===== config.mk =====
export PLATFORM = sky130hd
export DESIGN_NAME = bundle_pc_seq
export DESIGN_NICKNAME = d
export VERILOG_FILES = /design/src/rtl/bpc_pkg.sv /design/src/rtl/bpc_step.sv /design/src/rtl/bpc_range_chk.sv /design/src/rtl/bundle_pc_seq.sv
export SDC_FILE = /design/constraint.sdc
export NUM_CORES = 1
export LEC_CHECK = 0
export BUFFER_PORTS_ARGS = -buffer_cell sky130_fd_sc_hd__buf_2
export CORE_MARGIN = 10
export CORE_UTILIZATION = 52
export DETAILED_ROUTE_END_ITERATION = 6
export PLACE_DENSITY = 0.88
export REMOVE_ABC_BUFFERS = 1
export SLEW_MARGIN = 0
export SYNTH_ARGS = -nofsm -noshare
export SYNTH_HDL_FRONTEND = slang
export SYNTH_SLANG_ARGS = --single-unit
export TNS_END_PERCENT = 30

===== constraint.sdc =====
create_clock -name clk -period 2.9 [get_ports clk]
set_clock_uncertainty 0.05 [all_clocks]
set_input_delay 0.145 -clock clk [delete_from_list [all_inputs] [get_ports clk]]
set_output_delay 0.145 -clock clk [all_outputs]
set_load 0.05 [all_outputs]

===== src/rtl/bpc_pkg.sv =====
package bpc_pkg;
    typedef enum logic [1:0] {
        MODE_RUN   = 2'd0,
        MODE_CHECK = 2'd1,
        MODE_FAULT = 2'd2
    } bpc_mode_e;
endpackage


===== src/rtl/bpc_step.sv =====
// Sequential successor of a (bundle, slot) pointer.
module bpc_step #(
    parameter int BUNDLE_W = 28,
    parameter int IDX_W    = 3
) (
    input  logic [BUNDLE_W-1:0] cur_bundle,
    input  logic [IDX_W-1:0]    cur_idx,
    input  logic [IDX_W-1:0]    last_idx,
    output logic [BUNDLE_W-1:0] nxt_bundle,
    output logic [IDX_W-1:0]    nxt_idx,
    output logic                wrap
);
    localparam logic [BUNDLE_W-1:0] BUNDLE_ONE = {{(BUNDLE_W-1){1'b0}}, 1'b1};
    localparam logic [IDX_W-1:0]    IDX_ONE    = {{(IDX_W-1){1'b0}}, 1'b1};

    always_comb begin
        wrap = (cur_idx >= last_idx);
        if (wrap) begin
            nxt_bundle = cur_bundle + BUNDLE_ONE;
            nxt_idx    = '0;
        end else begin
            nxt_bundle = cur_bundle;
            nxt_idx    = cur_idx + IDX_ONE;
        end
    end
endmodule


===== src/rtl/bpc_range_chk.sv =====
// Flags a slot index that lies past the final slot of its bundle.
module bpc_range_chk #(
    parameter int IDX_W = 3
) (
    input  logic [IDX_W-1:0] slot_idx,
    input  logic [IDX_W-1:0] last_idx,
    output logic             beyond
);
    always_comb beyond = (slot_idx > last_idx);
endmodule


===== src/rtl/bundle_pc_seq.sv =====
module bundle_pc_seq
    import bpc_pkg::*;
#(
    parameter int BUNDLE_W   = 28,
    parameter int IDX_W      = 3,
    parameter int BYTE_SHIFT = 4
) (
    input  logic                           clk,
    input  logic                           rst,
    input  logic [IDX_W-1:0]               last_idx_i,
    input  logic                           cnt_vld_i,
    input  logic                           advance_i,
    input  logic                           br_req_i,
    input  logic [BUNDLE_W-1:0]            br_bundle_i,
    input  logic [IDX_W-1:0]               br_idx_i,
    output logic [BUNDLE_W-1:0]            bundle_o,
    output logic [IDX_W-1:0]               idx_o,
    output logic [BUNDLE_W+BYTE_SHIFT-1:0] byte_addr_o,
    output logic                           fetch_req_o,
    output logic                           br_err_o
);
    localparam int ADDR_W = BUNDLE_W + BYTE_SHIFT;

    typedef struct packed {
        logic [BUNDLE_W-1:0] bundle;
        logic [IDX_W-1:0]    idx;
        bpc_mode_e           mode;
        logic                fetch;
    } pc_state_t;

    pc_state_t st_d, st_q;

    logic [BUNDLE_W-1:0] seq_bundle;
    logic [IDX_W-1:0]    seq_idx;
    logic                seq_wrap;
    logic                slot_beyond;

    bpc_step #(.BUNDLE_W(BUNDLE_W), .IDX_W(IDX_W)) u_step (
        .cur_bundle (st_q.bundle),
        .cur_idx    (st_q.idx),
        .last_idx   (last_idx_i),
        .nxt_bundle (seq_bundle),
        .nxt_idx    (seq_idx),
        .wrap       (seq_wrap)
    );

    bpc_range_chk #(.IDX_W(IDX_W)) u_chk (
        .slot_idx (st_q.idx),
        .last_idx (last_idx_i),
        .beyond   (slot_beyond)
    );

    always_comb begin
        st_d       = st_q;
        st_d.fetch = 1'b0;
        if (st_q.mode != MODE_FAULT) begin
            if (br_req_i) begin
                st_d.bundle = br_bundle_i;
                st_d.idx    = br_idx_i;
                st_d.mode   = MODE_CHECK;
                st_d.fetch  = (br_bundle_i != st_q.bundle);
            end else if (st_q.mode == MODE_CHECK) begin
                if (cnt_vld_i) begin
                    st_d.mode = slot_beyond ? MODE_FAULT : MODE_RUN;
                end
            end else if (advance_i && cnt_vld_i) begin
                st_d.bundle = seq_bundle;
                st_d.idx    = seq_idx;
                st_d.fetch  = seq_wrap;
            end
        end
    end

    always_ff @(posedge clk) begin
        if (rst) begin
            st_q.bundle <= '0;
            st_q.idx    <= '0;
            st_q.mode   <= MODE_RUN;
            st_q.fetch  <= 1'b0;
        end else begin
            st_q <= st_d;
        end
    end

    assign bundle_o    = st_q.bundle;
    assign idx_o       = st_q.idx;
    assign byte_addr_o = {st_q.bundle, {BYTE_SHIFT{1'b0}}};
    assign fetch_req_o = st_q.fetch;
    assign br_err_o    = (st_q.mode == MODE_FAULT);

    // ---------------- assertions ----------------
    assert_reset_clears_R1: assert property (@(posedge clk)
        rst |=> (bundle_o == '0 && idx_o == '0 && !fetch_req_o && !br_err_o));

    assert_seq_step_R2: assert property (@(posedge clk) disable iff (rst)
        (st_q.mode == MODE_RUN && advance_i && cnt_vld_i && !br_req_i && idx_o < last_idx_i)
        |=> (idx_o == $past(idx_o) + 1'b1 && $stable(bundle_o) && !fetch_req_o));

    assert_wrap_next_bundle_R3: assert property (@(posedge clk) disable iff (rst)
        (st_q.mode == MODE_RUN && advance_i && cnt_vld_i && !br_req_i && idx_o >= last_idx_i)
        |=> (idx_o == '0 && bundle_o == $past(bundle_o) + 1'b1 && fetch_req_o));

    assert_no_step_without_count_R4: assert property (@(posedge clk) disable iff (rst)
        (!br_req_i && !cnt_vld_i) |=> ($stable(bundle_o) && $stable(idx_o)));

    assert_branch_loads_R6: assert property (@(posedge clk) disable iff (rst)
        (br_req_i && !br_err_o) |=> (bundle_o == $past(br_bundle_i) && idx_o == $past(br_idx_i)));

    assert_fetch_only_on_change_R5: assert property (@(posedge clk) disable iff (rst)
        fetch_req_o |-> !$stable(bundle_o));

    assert_change_raises_fetch_R3: assert property (@(posedge clk) disable iff (rst)
        !$stable(bundle_o) |-> fetch_req_o);

    assert_err_sticky_R8: assert property (@(posedge clk) disable iff (rst)
        br_err_o |=> (br_err_o && $stable(bundle_o) && $stable(idx_o)));

    assert_check_holds_R7: assert property (@(posedge clk) disable iff (rst)
        (st_q.mode == MODE_CHECK && !br_req_i) |=> ($stable(bundle_o) && $stable(idx_o)));

    always_comb begin
        assert_byte_addr_R9: assert (byte_addr_o[ADDR_W-1:BYTE_SHIFT] == bundle_o
                                     && byte_addr_o[BYTE_SHIFT-1:0] == '0);
    end
endmodule


# Yosys cells after proc, flatten, opt, wreduce, memory -nomap -nowiden
# Cells that the tools add are included.
# W data, S select, Z words.
classes:
  n_eq_ne: 5
  n_mux: 10
  n_bitwise: 1
  n_addsub: 2
  n_reduce_logical: 9
  n_lt_le_gt_ge: 2
op_table:
  columns: ["cell", "count"]
  rows:
  - ["$mux W31", 2]
  - ["$mux W34", 1]
  - ["$add A28 B1 Y28 const B", 1]
  - ["$mux W28", 1]
  - ["$ne A28 B28 Y1", 1]
  - ["$reduce_bool A2 Y1", 4]
  - ["$mux W2", 3]
  - ["$reduce_and A3 Y1", 2]
  - ["$ne A2 B2 Y1 const B", 2]
  - ["$reduce_and A4 Y1", 1]
  - ["$add A3 B1 Y3 const B", 1]
  - ["$ge A3 B3 Y1", 1]
  - ["$gt A3 B3 Y1", 1]
  - ["$mux W3", 1]
  - ["$eq A2 B1 Y1 const B", 1]
  - ["$eq A2 B2 Y1 const B", 1]
  - ["$mux W1", 2]
  - ["$reduce_or A2 Y1", 1]
  - ["$logic_and A1 B1 Y1", 1]
  - ["$not A1 Y1", 1]
totals:
  word_cells: 33
  input_bits: 39
  out_inout_bits: 65
  regBits: 34

# Logic depth before layout (Yosys ltp)
# Gate-level depths: netlist (run 1).
logic_depth:
  word_depth: 5
  mapped_depth: 9
  mapped_depth_nobuf: 7

# By module
# A second synthesis (run 1) with hierarchy kept.
hier_totals:
  hier_cells: 369
  area_unflattened_um2: 3243.1
by_module_without_submodules:
  columns: ["module", "n_inst", "area_each_um2", "cells_each", "seq_area_each_um2"]
  rows:
  - ["bundle_pc_seq", 1, 2533.7, 262, 680.7]
  - ["bpc_step", 1, 636.9, 97, 0.0]
  - ["bpc_range_chk", 1, 72.6, 10, 0.0]

# Least setup slack after synthesis (run 1)
# OpenSTA, ideal clock, no wires.
synth_path:
  path_kind: "register -> register"
  from: "reg st_q (netlist bit idx_o[0])"
  to: "reg st_q (netlist bit bundle_o[15])"
  period_less_slack_ps: 2126
  setup_ps: 70
  t_required_ps: 2780
  n_path_buf: 2
  path_stages_with_launch: 10
  t_arrival_ps: 2006
  setup_slack_ps: 774
  cell_sequence: "dfxtp_1 > inv_1 > ha_1 > and3_1 > or2_4 > o211ai_2 > clkbuf_1 > clkbuf_1 > o21ai_0 > a21oi_1"
synth_via:
  elab_chain_cells: 3
synth_lines:
  columns: ["element", "line_no", "rtl"]
  rows:
  - ["start: declaration", "bundle_pc_seq.sv:31", "pc_state_t st_d, st_q;"]
  - ["start signal: assignment", "bundle_pc_seq.sv:81", "st_q <= st_d;"]
  - ["$ge A3 B3 Y1", "bpc_step.sv:17", "wrap = (cur_idx >= last_idx);"]
  - ["$reduce_bool A2 Y1 (no line)", null, null]
  - ["$reduce_and A4 Y1 (no line)", null, null]
# No other way between the ends.
# A chain may end at the register's enable or synchronous reset.

# Worst setup path after layout (run 1)
layout_path:
  from: "reg st_q (netlist bit idx_o[0])"
  to: "reg st_q (netlist bit bundle_o[7])"
# Same word-level chain as after synthesis.

==> run summary, run 1 <==
• 0 — final-report setup violation count
• inv_1 -> ha_1 -> and3_1 -> or2_4 -> o211ai_2 -> buf_4 -> o21ai_0 -> a21oi_1 — critical path, cell by cell
• 0 ns — Setup TNS Final
• 0 — DRC violation count after routing
• 0 — number of cells upsized or downsized after cts
• 21.6% — top-area cell type share of the netlist area
• bundle_o[23] — Endpoint, Worst Hold
• 0% — proportion of synthesized flip-flops having asynchronous set or reset
• 0.208 mV — maximum VDD drop
• 13900 um — global-route wire length before repair
• 2931 — routed via count
• 21.6% — portion of the post-synthesis area used by sequential elements
• compound AO/OA/AOI/OAI gates — family with the most delay on the worst path
• built — TritonCTS clock tree
• 3 — cell count of the worst hold path
• 0.67 ns — Largest stage delay, worst path
• 97.9 um — chip height
• 3160 um2 — mapped cell area
• 0.30 ns — Skew-Pair Late Insertion Delay
• 473 — Nets
• flip-flop — capturing element type of the critical path
• 0 — total number of yosys warnings
• 1.66 mW — total power of the final layout
• 0 — Maximum Capacitance Violations
• 403 — cells after synthesis
• no — setup repair after global routing missed its margin
• 2 — number of H-tree branching levels
• 16.9% — all-layer global routing usage
• br_bundle_i[23] — worst min-delay path startpoint
• 5 — number of search-and-repair iterations in the first detailed-routing pass
• 0.720 mW — switching power total
• 30.7% — fraction of final layout cells sized beyond drive strength 1
• 5920 um2 — Core Region
• 0 — number of enable-type register cells in the synthesized netlist
• sky130_fd_sc_hd__dfxtp_1 — most used flip-flop cell after synthesis
• 5.80 — vias per inst
• 8710 um — aggregate routed wire length
• 34 — number of storage elements in the synthesis netlist
• 28 — number of placement rows
• 104 — number of I/O pins
• 88.2% — post-route fraction of the period consumed by the critical path
• 9590 um2 — area enclosed by the die boundary
• sky130_fd_sc_hd__dfxtp_1 — post-synth top area cell
• 2.73 ns — Worst Path Arrival
• 60 — number of library cell types mapped by synthesis
• 0.34 ns — Register-to-Register Setup Slack
• 0.852 ns — Worst Max-Slew Pin Slew
• 0.941 mW — Internal Power
• 5 — number of buffers created by CTS
• 34 — total clock sinks
• 3.07 ns — Required @ worst endpoint
• 2 — deepest clock path buffer count
• 0 — cts hold-fix bufs
• 0.08 ns — clock-pin slew reported for the worst setup and hold paths after clock tree synthesis
• 0 — max-slew violation total from the final report
• 315 — drt first-iter violations
• 97.9 um — die width
• complete, no violations — status
• sky130_fd_sc_hd__dfxtp_1 (22%), sky130_fd_sc_hd__buf_4 (15%), sky130_fd_sc_hd__xnor2_1 (6.7%) — leading cell types by total area after synthesis
• sky130_fd_sc_hd__clkbuf_8 — clock root buffer master
• bundle_o[7] — R2R Path End
• sky130_fd_sc_hd__o211ai_2 — standard cell with the maximum stage delay on the critical path
• 34.6% — sequential share of power
• 0.870 — routability congestion estimate from global placement
• 0 — remaining antenna violation count
• 0 — antenna violations before repair
• 1.45 nW — Static Leak
• 2 — Crit path buffers/inverters
• 53.3% — initial standard-cell utilization of the core
• 0 — gr ovfl total
• 8 — count of cells along the worst register-to-register path
• in2reg — Hold Crit Class
• 0 — Setup Fix Bufs, Post-CTS
• 0.391 GHz — highest attainable clock frequency
• flip-flop — category of the worst setup path launch point
• 0 — final-report hold violation count
• 2.56 ns — Period minus WS final
• 17.3 um — average detailed-routed wire length per instance
• idx_o[0] — origin of the critical flop-to-flop path
• 7.83 um2 — Mapped Avg Cell Area
• 6630 um — HPWL reported at the end of detailed placement
• 99 — buffers added on ports
• reg2reg — type of the setup path with the least slack
• 27.1% — Clock power frac
• 510 nW/um2 — power per cell area
• 0 — ant diodes
• 20 — Critical Path Fanout Max
• 38.3% — portion of total power attributed to combinational logic
• 3.09% — growth of design area from synthesis to finish
• 36 — pin count of the biggest net entering global routing
• 2799 — number of global-route vias before repair
• 43.0% — headroom to the max-slew limit
• 43.3% — net switching share of the total power
[worst max path at each step]
stage / start / end / slack, ns / cells past startpoint
floorplan: bundle_o[0] / bundle_o[24] / 0.03 / 6
global placement: bundle_o[0] / bundle_o[26] / 0.52 / 6
detailed placement: idx_o[0] / bundle_o[7] / 0.45 / 8
CTS: idx_o[0] / bundle_o[7] / 0.42 / 8
global route: idx_o[0] / bundle_o[8] / 0.15 / 8
finish: idx_o[0] / bundle_o[7] / 0.34 / 8
[worst register-to-register path, stage by stage (launching register included)]
cell,delay (ns)
sky130_fd_sc_hd__dfxtp_1,0.37
sky130_fd_sc_hd__inv_1,0.08
sky130_fd_sc_hd__ha_1,0.26
sky130_fd_sc_hd__and3_1,0.20
sky130_fd_sc_hd__or2_4,0.25
sky130_fd_sc_hd__o211ai_2,0.68
sky130_fd_sc_hd__buf_4,0.31
sky130_fd_sc_hd__o21ai_0,0.11
sky130_fd_sc_hd__a21oi_1,0.17
[state kept, by name, indices dropped and copies added, names as in the netlist]
name / count
fetch_req_o: 1
st_q: 2
idx_o: 3
bundle_o: 28
[power groups by stage]
stage	clock network, mW	registers [mW]	logic [mW]
final	0.450	0.575	0.636
after global routing	0.473	0.584	0.676
after CTS	0.453	0.574	0.634
after detailed placement	0	0.585	0.632
after global placement	0	0.581	0.623
after floorplan	0	0.816	0.199
[metrics by stage]
| step | setup slack, ns | hold slack [ns] | utilization (%) | cells | instance area (um2) |
|---|---|---|---|---|---|
| 2_1_floorplan | 0.0283 | 0.164 | - | 315 | 2490 |
| 3_3_place_gp | 0.523 | 0.374 | 53.0 | 497 | 3140 |
| 3_5_place_dp | 0.446 | 0.378 | 53.0 | 497 | 3140 |
| 4_1_cts | 0.415 | 0.0621 | 55.0 | 505 | 3250 |
| 5_1_grt | 0.155 | 0.0835 | 55.0 | 505 | 3250 |
| 6_report | 0.342 | 0.0634 | 55.0 | 505 | 3250 |
[Yosys cell counts (all sizes together), types with 3 or more instances]
cell type / count
nor2b: 8
a22oi: 8
nand4: 18
buf: 74
a31o: 3
inv: 7
ha: 5
and3: 8
xor2: 4
a21oi: 26
xnor2: 24
or4: 5
a22o: 3
nor2: 25
o21ai: 18
a211oi: 10
nand2: 29
nor3: 5
nor4: 5
clkbuf: 17
nand3: 11
dfxtp: 34
and2: 10
o22ai: 3
a31oi: 10
nand2b: 4
mux2i: 4
[placed cells by master (no fill, tap or decap), types with 3 or more instances in the layout]
| master | instances |
|---|---|
| sky130_fd_sc_hd__a21oi_1 | 26 |
| sky130_fd_sc_hd__clkbuf_8 | 5 |
| sky130_fd_sc_hd__xnor2_1 | 24 |
| sky130_fd_sc_hd__a211oi_1 | 10 |
| sky130_fd_sc_hd__a31oi_1 | 10 |
| sky130_fd_sc_hd__buf_2 | 99 |
| sky130_fd_sc_hd__nand4_1 | 17 |
| sky130_fd_sc_hd__o22ai_1 | 3 |
| sky130_fd_sc_hd__nor4_1 | 3 |
| sky130_fd_sc_hd__nand2_1 | 29 |
| sky130_fd_sc_hd__nor2b_1 | 8 |
| sky130_fd_sc_hd__buf_4 | 8 |
| sky130_fd_sc_hd__dfxtp_1 | 34 |
| sky130_fd_sc_hd__mux2i_1 | 4 |
| sky130_fd_sc_hd__conb_1 | 4 |
| sky130_fd_sc_hd__and3_1 | 7 |
| sky130_fd_sc_hd__a22oi_1 | 8 |
| sky130_fd_sc_hd__or4_1 | 5 |
| sky130_fd_sc_hd__nand3_1 | 9 |
| sky130_fd_sc_hd__inv_1 | 6 |
| sky130_fd_sc_hd__and2_1 | 10 |
| sky130_fd_sc_hd__xor2_1 | 4 |
| sky130_fd_sc_hd__o21ai_0 | 15 |
| sky130_fd_sc_hd__ha_1 | 5 |
| sky130_fd_sc_hd__nor2_1 | 25 |
| sky130_fd_sc_hd__nor3_1 | 5 |
| sky130_fd_sc_hd__nand2b_1 | 4 |
[kinds of logic after synthesis]
family	synth area share (%)
AOI/OAI and AO/OA	20.3
xor gates and xnor gates	7.77
adders and majority gates	1.98
buffers and inverters	22.3
DFF	21.6
muxes	1.27
other	0.119
and+or+nand+nor	24.7
[layer usage]
metal | wire [um] | vias to the layer above | GRT usage (%)
li1 | - | 1420 | -
met1 | 3530 | 1357 | 20.6
met2 | 4270 | 143 | 28.4
met3 | 812 | 11 | 5.14
met4 | 103 | 0 | 3.69
met5 | 0 | - | 0
[cell type report]
class	instances	area (um2)
Fill cell	554	2670
Multi-Input combinational cell	274	1780
Sequential cell	34	681
Timing Repair Buffer	107	556
Tap cell	75	93.8
Clock buffer	5	68.8
Clock inverter	3	45.0
Inverter	7	26.3
Note: power is estimated with default switching activity, not from simulation.
==> inputs of run 2 (changes only) <==
Settings changed: CORE_UTILIZATION 52 to 45, PLACE_DENSITY 0.88 to 0.78.
==> run 2 against run 1 <==
Compared with the run above: cell area rose by 0.12%; first-iteration DRC count unchanged; total power shrank 4.6%; sequential share of layout area barely moved; setup slack improved by 0.20 ns; non-clock buffer count did not move; global-route usage shrank 1.8 points; sequential power about the same; die area up 12%; sequential cell count did not move; critical endpoint is now bundle_o[24]; largest power group unchanged.
==> run summary, run 2 (synthesis gave the netlist of run 1 again) <==
• 2.53 ns — Worst Path Arrival, was 2.73 ns
• 4 — number of search-and-repair iterations in the first detailed-routing pass, was 5
• 10800 um2 — area enclosed by the die boundary, was 9590 um2
• 0 — antenna violations before repair, unchanged
• 104 um — die width, was 97.9 um
• 46.5% — initial standard-cell utilization of the core, was 53.3%
• 1.45 nW — Static Leak, about the same
• 5.57 — vias per inst, was 5.80
• 0.07 ns — clock-pin slew reported for the worst setup and hold paths after clock tree synthesis, was 0.08 ns
• 9 — Critical Path Fanout Max, was 20
• 473 — Nets, unchanged
• 59 — pin count of the biggest net entering global routing, was 36
• 0.559 ns — setup slack after placement, was 0.446 ns
• sky130_fd_sc_hd__buf_2 — commonest non-fill, non-tap cell in the layout, unchanged
• 53.4% — headroom to the max-slew limit, was 43.0%
• sky130_fd_sc_hd__buf_2 (99), sky130_fd_sc_hd__dfxtp_1 (34), sky130_fd_sc_hd__nand2_1 (29), sky130_fd_sc_hd__a21oi_1 (26), sky130_fd_sc_hd__nor2_1 (25) — most frequent cells in the layout, unchanged
• 315 — drt first-iter violations, unchanged
• 34 — total clock sinks, unchanged
• 0.29 ns — Skew-Pair Late Insertion Delay, was 0.30 ns
• 0 ns — Setup TNS Final, unchanged
• 0 — gr ovfl total, unchanged
• 0 — cts hold-fix bufs, unchanged
• built — TritonCTS clock tree, unchanged
• 681 um2 — FF+latch area, unchanged
• complete, no violations — status, unchanged
• 13900 um — global-route wire length before repair, about the same
• 0.0718 ns — tightest hold margin, was 0.0634 ns
• 2.36 ns — Period minus WS final, was 2.56 ns
• in2reg — Hold Crit Class, unchanged
• 1780 um2 — footprint of the multi-input gates, unchanged
• 0 — DRC violation count after routing, unchanged
• 0 — final-report setup violation count, unchanged
• flip-flop — category of the worst setup path launch point, unchanged
• 104 um — chip height, was 97.9 um
• 0.700 ns — Worst Max-Slew Pin Slew, was 0.852 ns
• sky130_fd_sc_hd__clkbuf_8 — clock root buffer master, unchanged
• 0.542 ns — worst-case setup margin in the final layout, was 0.342 ns
• 15.1% — all-layer global routing usage, was 16.9%
• 698 — number of filler instances in the final layout, was 554
• 0 — final-report hold violation count, unchanged
• 8690 um — aggregate routed wire length, was 8710 um
• 0 — number of cells upsized or downsized after cts, unchanged
• 0 — Setup Fix Bufs, Post-CTS, unchanged
• 6650 um — HPWL reported at the end of detailed placement, was 6630 um
• 2931 — routed via count, unchanged
• 30 — number of placement rows, was 28
• 6790 um2 — Core Region, was 5920 um2
• no — setup repair after global routing missed its margin, unchanged
• 81.3% — post-route fraction of the period consumed by the critical path, was 88.2%
• 5 — number of buffers created by CTS, unchanged
• 0 — Maximum Capacitance Violations, unchanged
• 104 — number of I/O pins, unchanged
• 3.21% — growth of design area from synthesis to finish, was 3.09%
• 2 — deepest clock path buffer count, unchanged
• reg2reg — type of the setup path with the least slack, unchanged
• 0.295 mV — maximum VDD drop, was 0.208 mV
• 2 — number of H-tree branching levels, unchanged
• 3.07 ns — Required @ worst endpoint, about the same
• 28 — number of flip-flops under the largest register name, unchanged
• 30.5% — fraction of final layout cells sized beyond drive strength 1, was 30.7%
• 16.5 um — average detailed-routed wire length per instance, was 17.3 um
• 99 — buffers added on ports, unchanged
• 0 — max-slew violation total from the final report, unchanged
• 486 nW/um2 — power per cell area, was 510 nW/um2
• 0 — ant diodes, unchanged
• 0 — remaining antenna violation count, unchanged
• 0.424 GHz — highest attainable clock frequency, was 0.391 GHz
• 2776 — number of global-route vias before repair, was 2799
• 0.885 — routability congestion estimate from global placement, was 0.870
• flip-flop — capturing element type of the critical path, unchanged
==> run 2: changes by cell type in the layout (fill, tap and decap cells not counted) <==
cell,previous run,this run
sky130_fd_sc_hd__clkbuf_1,0,1
sky130_fd_sc_hd__clkinvlp_4,2,0
sky130_fd_sc_hd__bufinv_16,1,0
sky130_fd_sc_hd__clkinv_2,0,1
sky130_fd_sc_hd__clkbuf_8,5,6
==> run 2: worst paths after layout <==
path / start / to / slack [ns] / cells after the start
max: bundle_o[0] / bundle_o[24] / 0.54 / 6
min: br_bundle_i[26] / bundle_o[26] / 0.07 / 3
max reg2reg: bundle_o[0] / bundle_o[24] / 0.54 / 6
min reg2reg: st_q[1] / st_q[2] / 0.45 / 1
==> run 2: final cells by class <==
type,instances,area share [%]
tap,96,3.69
sequential,34,20.9
inverter,7,0.806
clock inverter,1,0.154
multi-input combinational,274,54.8
clock buffer,7,2.65
timing repair buffer,107,17.1
==> run 2: metrics by stage <==
stage | std cells | power (mW) | instance area (um2) | utilization [%]
after CTS | 526 | 1.59 | 3260 | 48.0
after global routing | 526 | 1.66 | 3260 | 48.0
after floorplan | 315 | 1.02 | 2490 | -
final | 526 | 1.58 | 3260 | 48.0
after global placement | 518 | 1.21 | 3170 | 46.6
after detailed placement | 518 | 1.22 | 3170 | 46.6
==> run 2: worst max-delay path, cell delays in order, from the launching register on <==
cell and delay (ns):
sky130_fd_sc_hd__dfxtp_1 0.53, sky130_fd_sc_hd__ha_1 0.28, sky130_fd_sc_hd__nand3_2 0.18, sky130_fd_sc_hd__nor4_4 0.53, sky130_fd_sc_hd__nand3_1 0.14, sky130_fd_sc_hd__or4_1 0.40
sky130_fd_sc_hd__a31oi_1 0.17
==> run 2: where the power goes <==
group	total [mW]	switching, mW	internal [mW]
sequential	0.573	0.0674	0.505
clock	0.377	0.185	0.192
combinational	0.635	0.454	0.181
total	1.58	0.707	0.878
==> run 2: routing by layer <==
metal  wire (um)  vias up  global-route usage, %  share of wire [%]
met5           0        -                      0                  0
li1            -     1422                      -                  -
met3         662       15                   4.65                7.6
met2        4150      112                   25.3                 48
met4         141        0                   4.77                1.6
met1        3740     1382                   18.0                 43
==> inputs of run 3 (changes only) <==
Settings changed: ABC_AREA set to 1, PLACE_DENSITY 0.78 to 0.81.
Clock period 2.9 ns to 1.94 ns, I/O delays scaled along.
==> run 3 against run 2 <==
Compared with the run above: the flow now finishes with violations (hold timing); sequential cell count is the same; first-iteration DRC count shrank 20%; core utilization grew 4.0 points; register-to-register slack lost 0.44 ns; critical path depth grew 3; die area grew 0.71%; largest power group unchanged; highest routed layer unchanged.
==> run summary, run 3 <==
• 34 — total clock sinks, unchanged
• 0.976 — routability congestion estimate from global placement, was 0.885
• sky130_fd_sc_hd__nand2_1 (139), sky130_fd_sc_hd__buf_2 (99), sky130_fd_sc_hd__nor2_1 (78), sky130_fd_sc_hd__o21ai_0 (47), sky130_fd_sc_hd__inv_1 (44) — most frequent cells in the layout, was sky130_fd_sc_hd__buf_2 (99), sky130_fd_sc_hd__dfxtp_1 (34), sky130_fd_sc_hd__nand2_1 (29), sky130_fd_sc_hd__a21oi_1 (26), sky130_fd_sc_hd__nor2_1 (25)
• 0.30 ns — Skew-Pair Late Insertion Delay, was 0.29 ns
• 5.89 um2 — Mapped Avg Cell Area, was 7.83 um2
• 3521 — number of global-route vias before repair, was 2776
• 2.57 mW — total power of the final layout, was 1.58 mW
• 253 — drt first-iter violations, was 315
• 0.00811 ns — setup slack after placement, was 0.559 ns
• yes — setup repair after global routing missed its margin, was no
• 0 — final-report setup violation count, unchanged
• 10400 um — aggregate routed wire length, was 8690 um
• sky130_fd_sc_hd__nand2_1 — most frequent cell after synthesis, was sky130_fd_sc_hd__buf_4
• 104 um — chip height, about the same
• 2.75% — XOR/XNOR Fraction of Synth Area, was 7.77%
• 21.4% — portion of the post-synthesis area used by sequential elements, was 21.6%
• in2reg — Hold Crit Class, unchanged
• 2.11 ns — Required @ worst endpoint, was 3.07 ns
• 38 — pin count of the biggest net entering global routing, was 59
• 541 — cells after synthesis, was 403
• complete, but fails checks — status, was complete, no violations
• 1.96% — arithmetic-cell share of the synthesized area counting full adders, half adders and majority gates, was 1.98%
• 8070 um — HPWL reported at the end of detailed placement, was 6650 um
• 1.84 ns — Period minus WS final, was 2.36 ns
• 16.2% — compound-cell area share of the yosys netlist, was 20.3%
• sky130_fd_sc_hd__nand2_1 (141), sky130_fd_sc_hd__nor2_1 (81), sky130_fd_sc_hd__buf_4 (63) — ranking of synthesized cells by instance count, was sky130_fd_sc_hd__buf_4 (65), sky130_fd_sc_hd__dfxtp_1 (34), sky130_fd_sc_hd__nand2_1 (29)
• 30 — number of placement rows, unchanged
• simple AND/OR/NAND/NOR gates — combinational family with the most area after synthesis, unchanged
• 6830 um2 — Core Region, was 6790 um2
• reg2reg — type of the setup path with the least slack, unchanged
• 30 — Critical Path Fanout Max, was 9
• 34 — number of library cell types mapped by synthesis, was 60
• 3180 um2 — mapped cell area, was 3160 um2
• 5.27 — vias per inst, was 5.57
• 0 — DRC violation count after routing, unchanged
• 0% — portion of netlist area occupied by mux cells, was 1.27%
• flip-flop — category of the worst setup path launch point, unchanged
• 0 — antenna violations before repair, unchanged
• 0.543 GHz — highest attainable clock frequency, was 0.424 GHz
• 2 — number of H-tree branching levels, unchanged
• 10800 um2 — area enclosed by the die boundary, about the same
• 104 um — die width, about the same
• 3643 — routed via count, was 2931
• 0 — gr ovfl total, unchanged
• 0.520 mV — maximum VDD drop, was 0.295 mV
• 0 — ant diodes, unchanged
• 46.6% — initial standard-cell utilization of the core, was 46.5%
• 18.3% — all-layer global routing usage, was 15.1%
• 0.0996 ns — worst-case setup margin in the final layout, was 0.542 ns
• 738 — number of filler instances in the final layout, was 698
• 28 — number of flip-flops under the largest register name, unchanged
• 5 — number of buffers created by CTS, unchanged
• sky130_fd_sc_hd__nand2_1 — commonest non-fill, non-tap cell in the layout, was sky130_fd_sc_hd__buf_2
• 0 — total number of yosys warnings, unchanged
• sky130_fd_sc_hd__dfxtp_1 — post-synth top area cell, unchanged
• hold timing — failing checks
• 2 — deepest clock path buffer count, unchanged
• 104 — number of I/O pins, unchanged
• 1 — final-report hold violation count, was 0
• 99 — buffers added on ports, unchanged
• -0.000173 ns — tightest hold margin, was 0.0718 ns
• sky130_fd_sc_hd__dfxtp_1 (21%), sky130_fd_sc_hd__nand2_1 (17%), sky130_fd_sc_hd__buf_4 (15%) — leading cell types by total area after synthesis, was sky130_fd_sc_hd__dfxtp_1 (22%), sky130_fd_sc_hd__buf_4 (15%), sky130_fd_sc_hd__xnor2_1 (6.7%)
• 11.6% — growth of design area from synthesis to finish, was 3.21%
• sky130_fd_sc_hd__dfxtp_1 — most used flip-flop cell after synthesis, unchanged
• 0% — proportion of synthesized flip-flops having asynchronous set or reset, unchanged
• 2.01 ns — Worst Path Arrival, was 2.53 ns
• 0 — number of enable-type register cells in the synthesized netlist, unchanged
• 0 — remaining antenna violation count, unchanged
• 15.0 um — average detailed-routed wire length per instance, was 16.5 um
• 24.4% — fraction of final layout cells sized beyond drive strength 1, was 30.5%
• sky130_fd_sc_hd__clkbuf_8 — clock root buffer master, unchanged
• 0 ns — Setup TNS Final, unchanged
• built — TritonCTS clock tree, unchanged
• 1.63 nW — Static Leak, was 1.45 nW
• 0.07 ns — clock-pin slew reported for the worst setup and hold paths after clock tree synthesis, about the same
• 16900 um — global-route wire length before repair, was 13900 um
• 35.0% — simple logic cell fraction of the synthesized area, was 24.7%
• 723 nW/um2 — power per cell area, was 486 nW/um2
• 34 — number of storage elements in the synthesis netlist, unchanged
• 638 — Nets, was 473
• 94.9% — post-route fraction of the period consumed by the critical path, was 81.3%
• 0 — Maximum Capacitance Violations, unchanged
• 0 — max-slew violation total from the final report, unchanged
• flip-flop — capturing element type of the critical path, unchanged
• 5 — number of search-and-repair iterations in the first detailed-routing pass, was 4
• 21.4% — top-area cell type share of the netlist area, was 21.6%
[run 3: cell types whose count changed after synthesis, moves of 15 or more]
cell and change:
sky130_fd_sc_hd__xnor2_1 -16, sky130_fd_sc_hd__o21ai_0 +32, sky130_fd_sc_hd__nand4_1 -15, sky130_fd_sc_hd__inv_1 +38, sky130_fd_sc_hd__nand3_1 +23, sky130_fd_sc_hd__nor2_1 +56
sky130_fd_sc_hd__nand2_1 +112
[run 3: cell families after synthesis]
kind of cell    Yosys count
other cells               1
buf+inv                 124
fa+ha+maj                 5
xor+xnor                 10
simple gates            270
flops                    34
compound gates           97
[run 3: cell type report]
class / count / area, um2 / share of cell area, %
Multi-Input combinational cell: 386 / 1810 / 51.1
Sequential cell: 34 / 684 / 19.3
Timing Repair Buffer: 120 / 666 / 18.7
Inverter: 47 / 176 / 4.97
Tap cell: 96 / 120 / 3.38
Clock buffer: 7 / 86.3 / 2.43
Clock inverter: 1 / 5.00 / 0.141
[run 3: what timing repair did]
| action | CTS | global route |
|---|---|---|
| setup buffers | 3 | 1 |
| setup endpoints to repair | 1 | 25 |
| hold buffers | 0 | 0 |
| pin swaps | 1 | 2 |
| gates resized for setup | 0 | 9 |
[run 3: report_power, final]
group	internal (mW)	switching, mW	total [mW]
sequential	0.765	0.0891	0.854
combinational	0.314	0.817	1.13
clock	0.287	0.298	0.586
total	1.37	1.20	2.57
[run 3: path summary, 6_finish.rpt]
path	start	to	slack, ns	depth (start not counted)
worst max-delay path	idx_o[2]	bundle_o[0]	0.1	9
worst min-delay path	br_idx_i[2]	idx_o[2]	-0.0002	3
worst max register to register	idx_o[2]	bundle_o[0]	0.1	9
worst min register to register	st_q[1]	st_q[1]	0.45	2
[run 3: worst max-delay path, stage by stage (launching register included)]
cell and delay, ns:
sky130_fd_sc_hd__dfxtp_2 0.35, sky130_fd_sc_hd__ha_1 0.33, sky130_fd_sc_hd__a21oi_2 0.16, sky130_fd_sc_hd__nand2_2 0.08, sky130_fd_sc_hd__nor2_4 0.17, sky130_fd_sc_hd__nor2_8 0.07
sky130_fd_sc_hd__inv_2 0.11, sky130_fd_sc_hd__buf_12 0.18, sky130_fd_sc_hd__o21ai_0 0.11, sky130_fd_sc_hd__a21oi_1 0.15
[run 3: stage by stage]
step / std cells / utilization [%] / area [um2]
2_1_floorplan: 467 / - / 2660
3_3_place_gp: 679 / 49.9 / 3410
3_5_place_dp: 679 / 49.9 / 3410
4_1_cts: 690 / 51.6 / 3520
5_1_grt: 691 / 52.0 / 3550
6_report: 691 / 52.0 / 3550
[run 3: per-layer routing]
metal | routed length [um] | vias to the layer above | track usage (%)
met5 | 0 | - | 0
li1 | - | 1767 | -
met3 | 1040 | 30 | 5.20
met1 | 4150 | 1640 | 22.1
met2 | 4900 | 206 | 30.6
met4 | 250 | 0 | 5.47
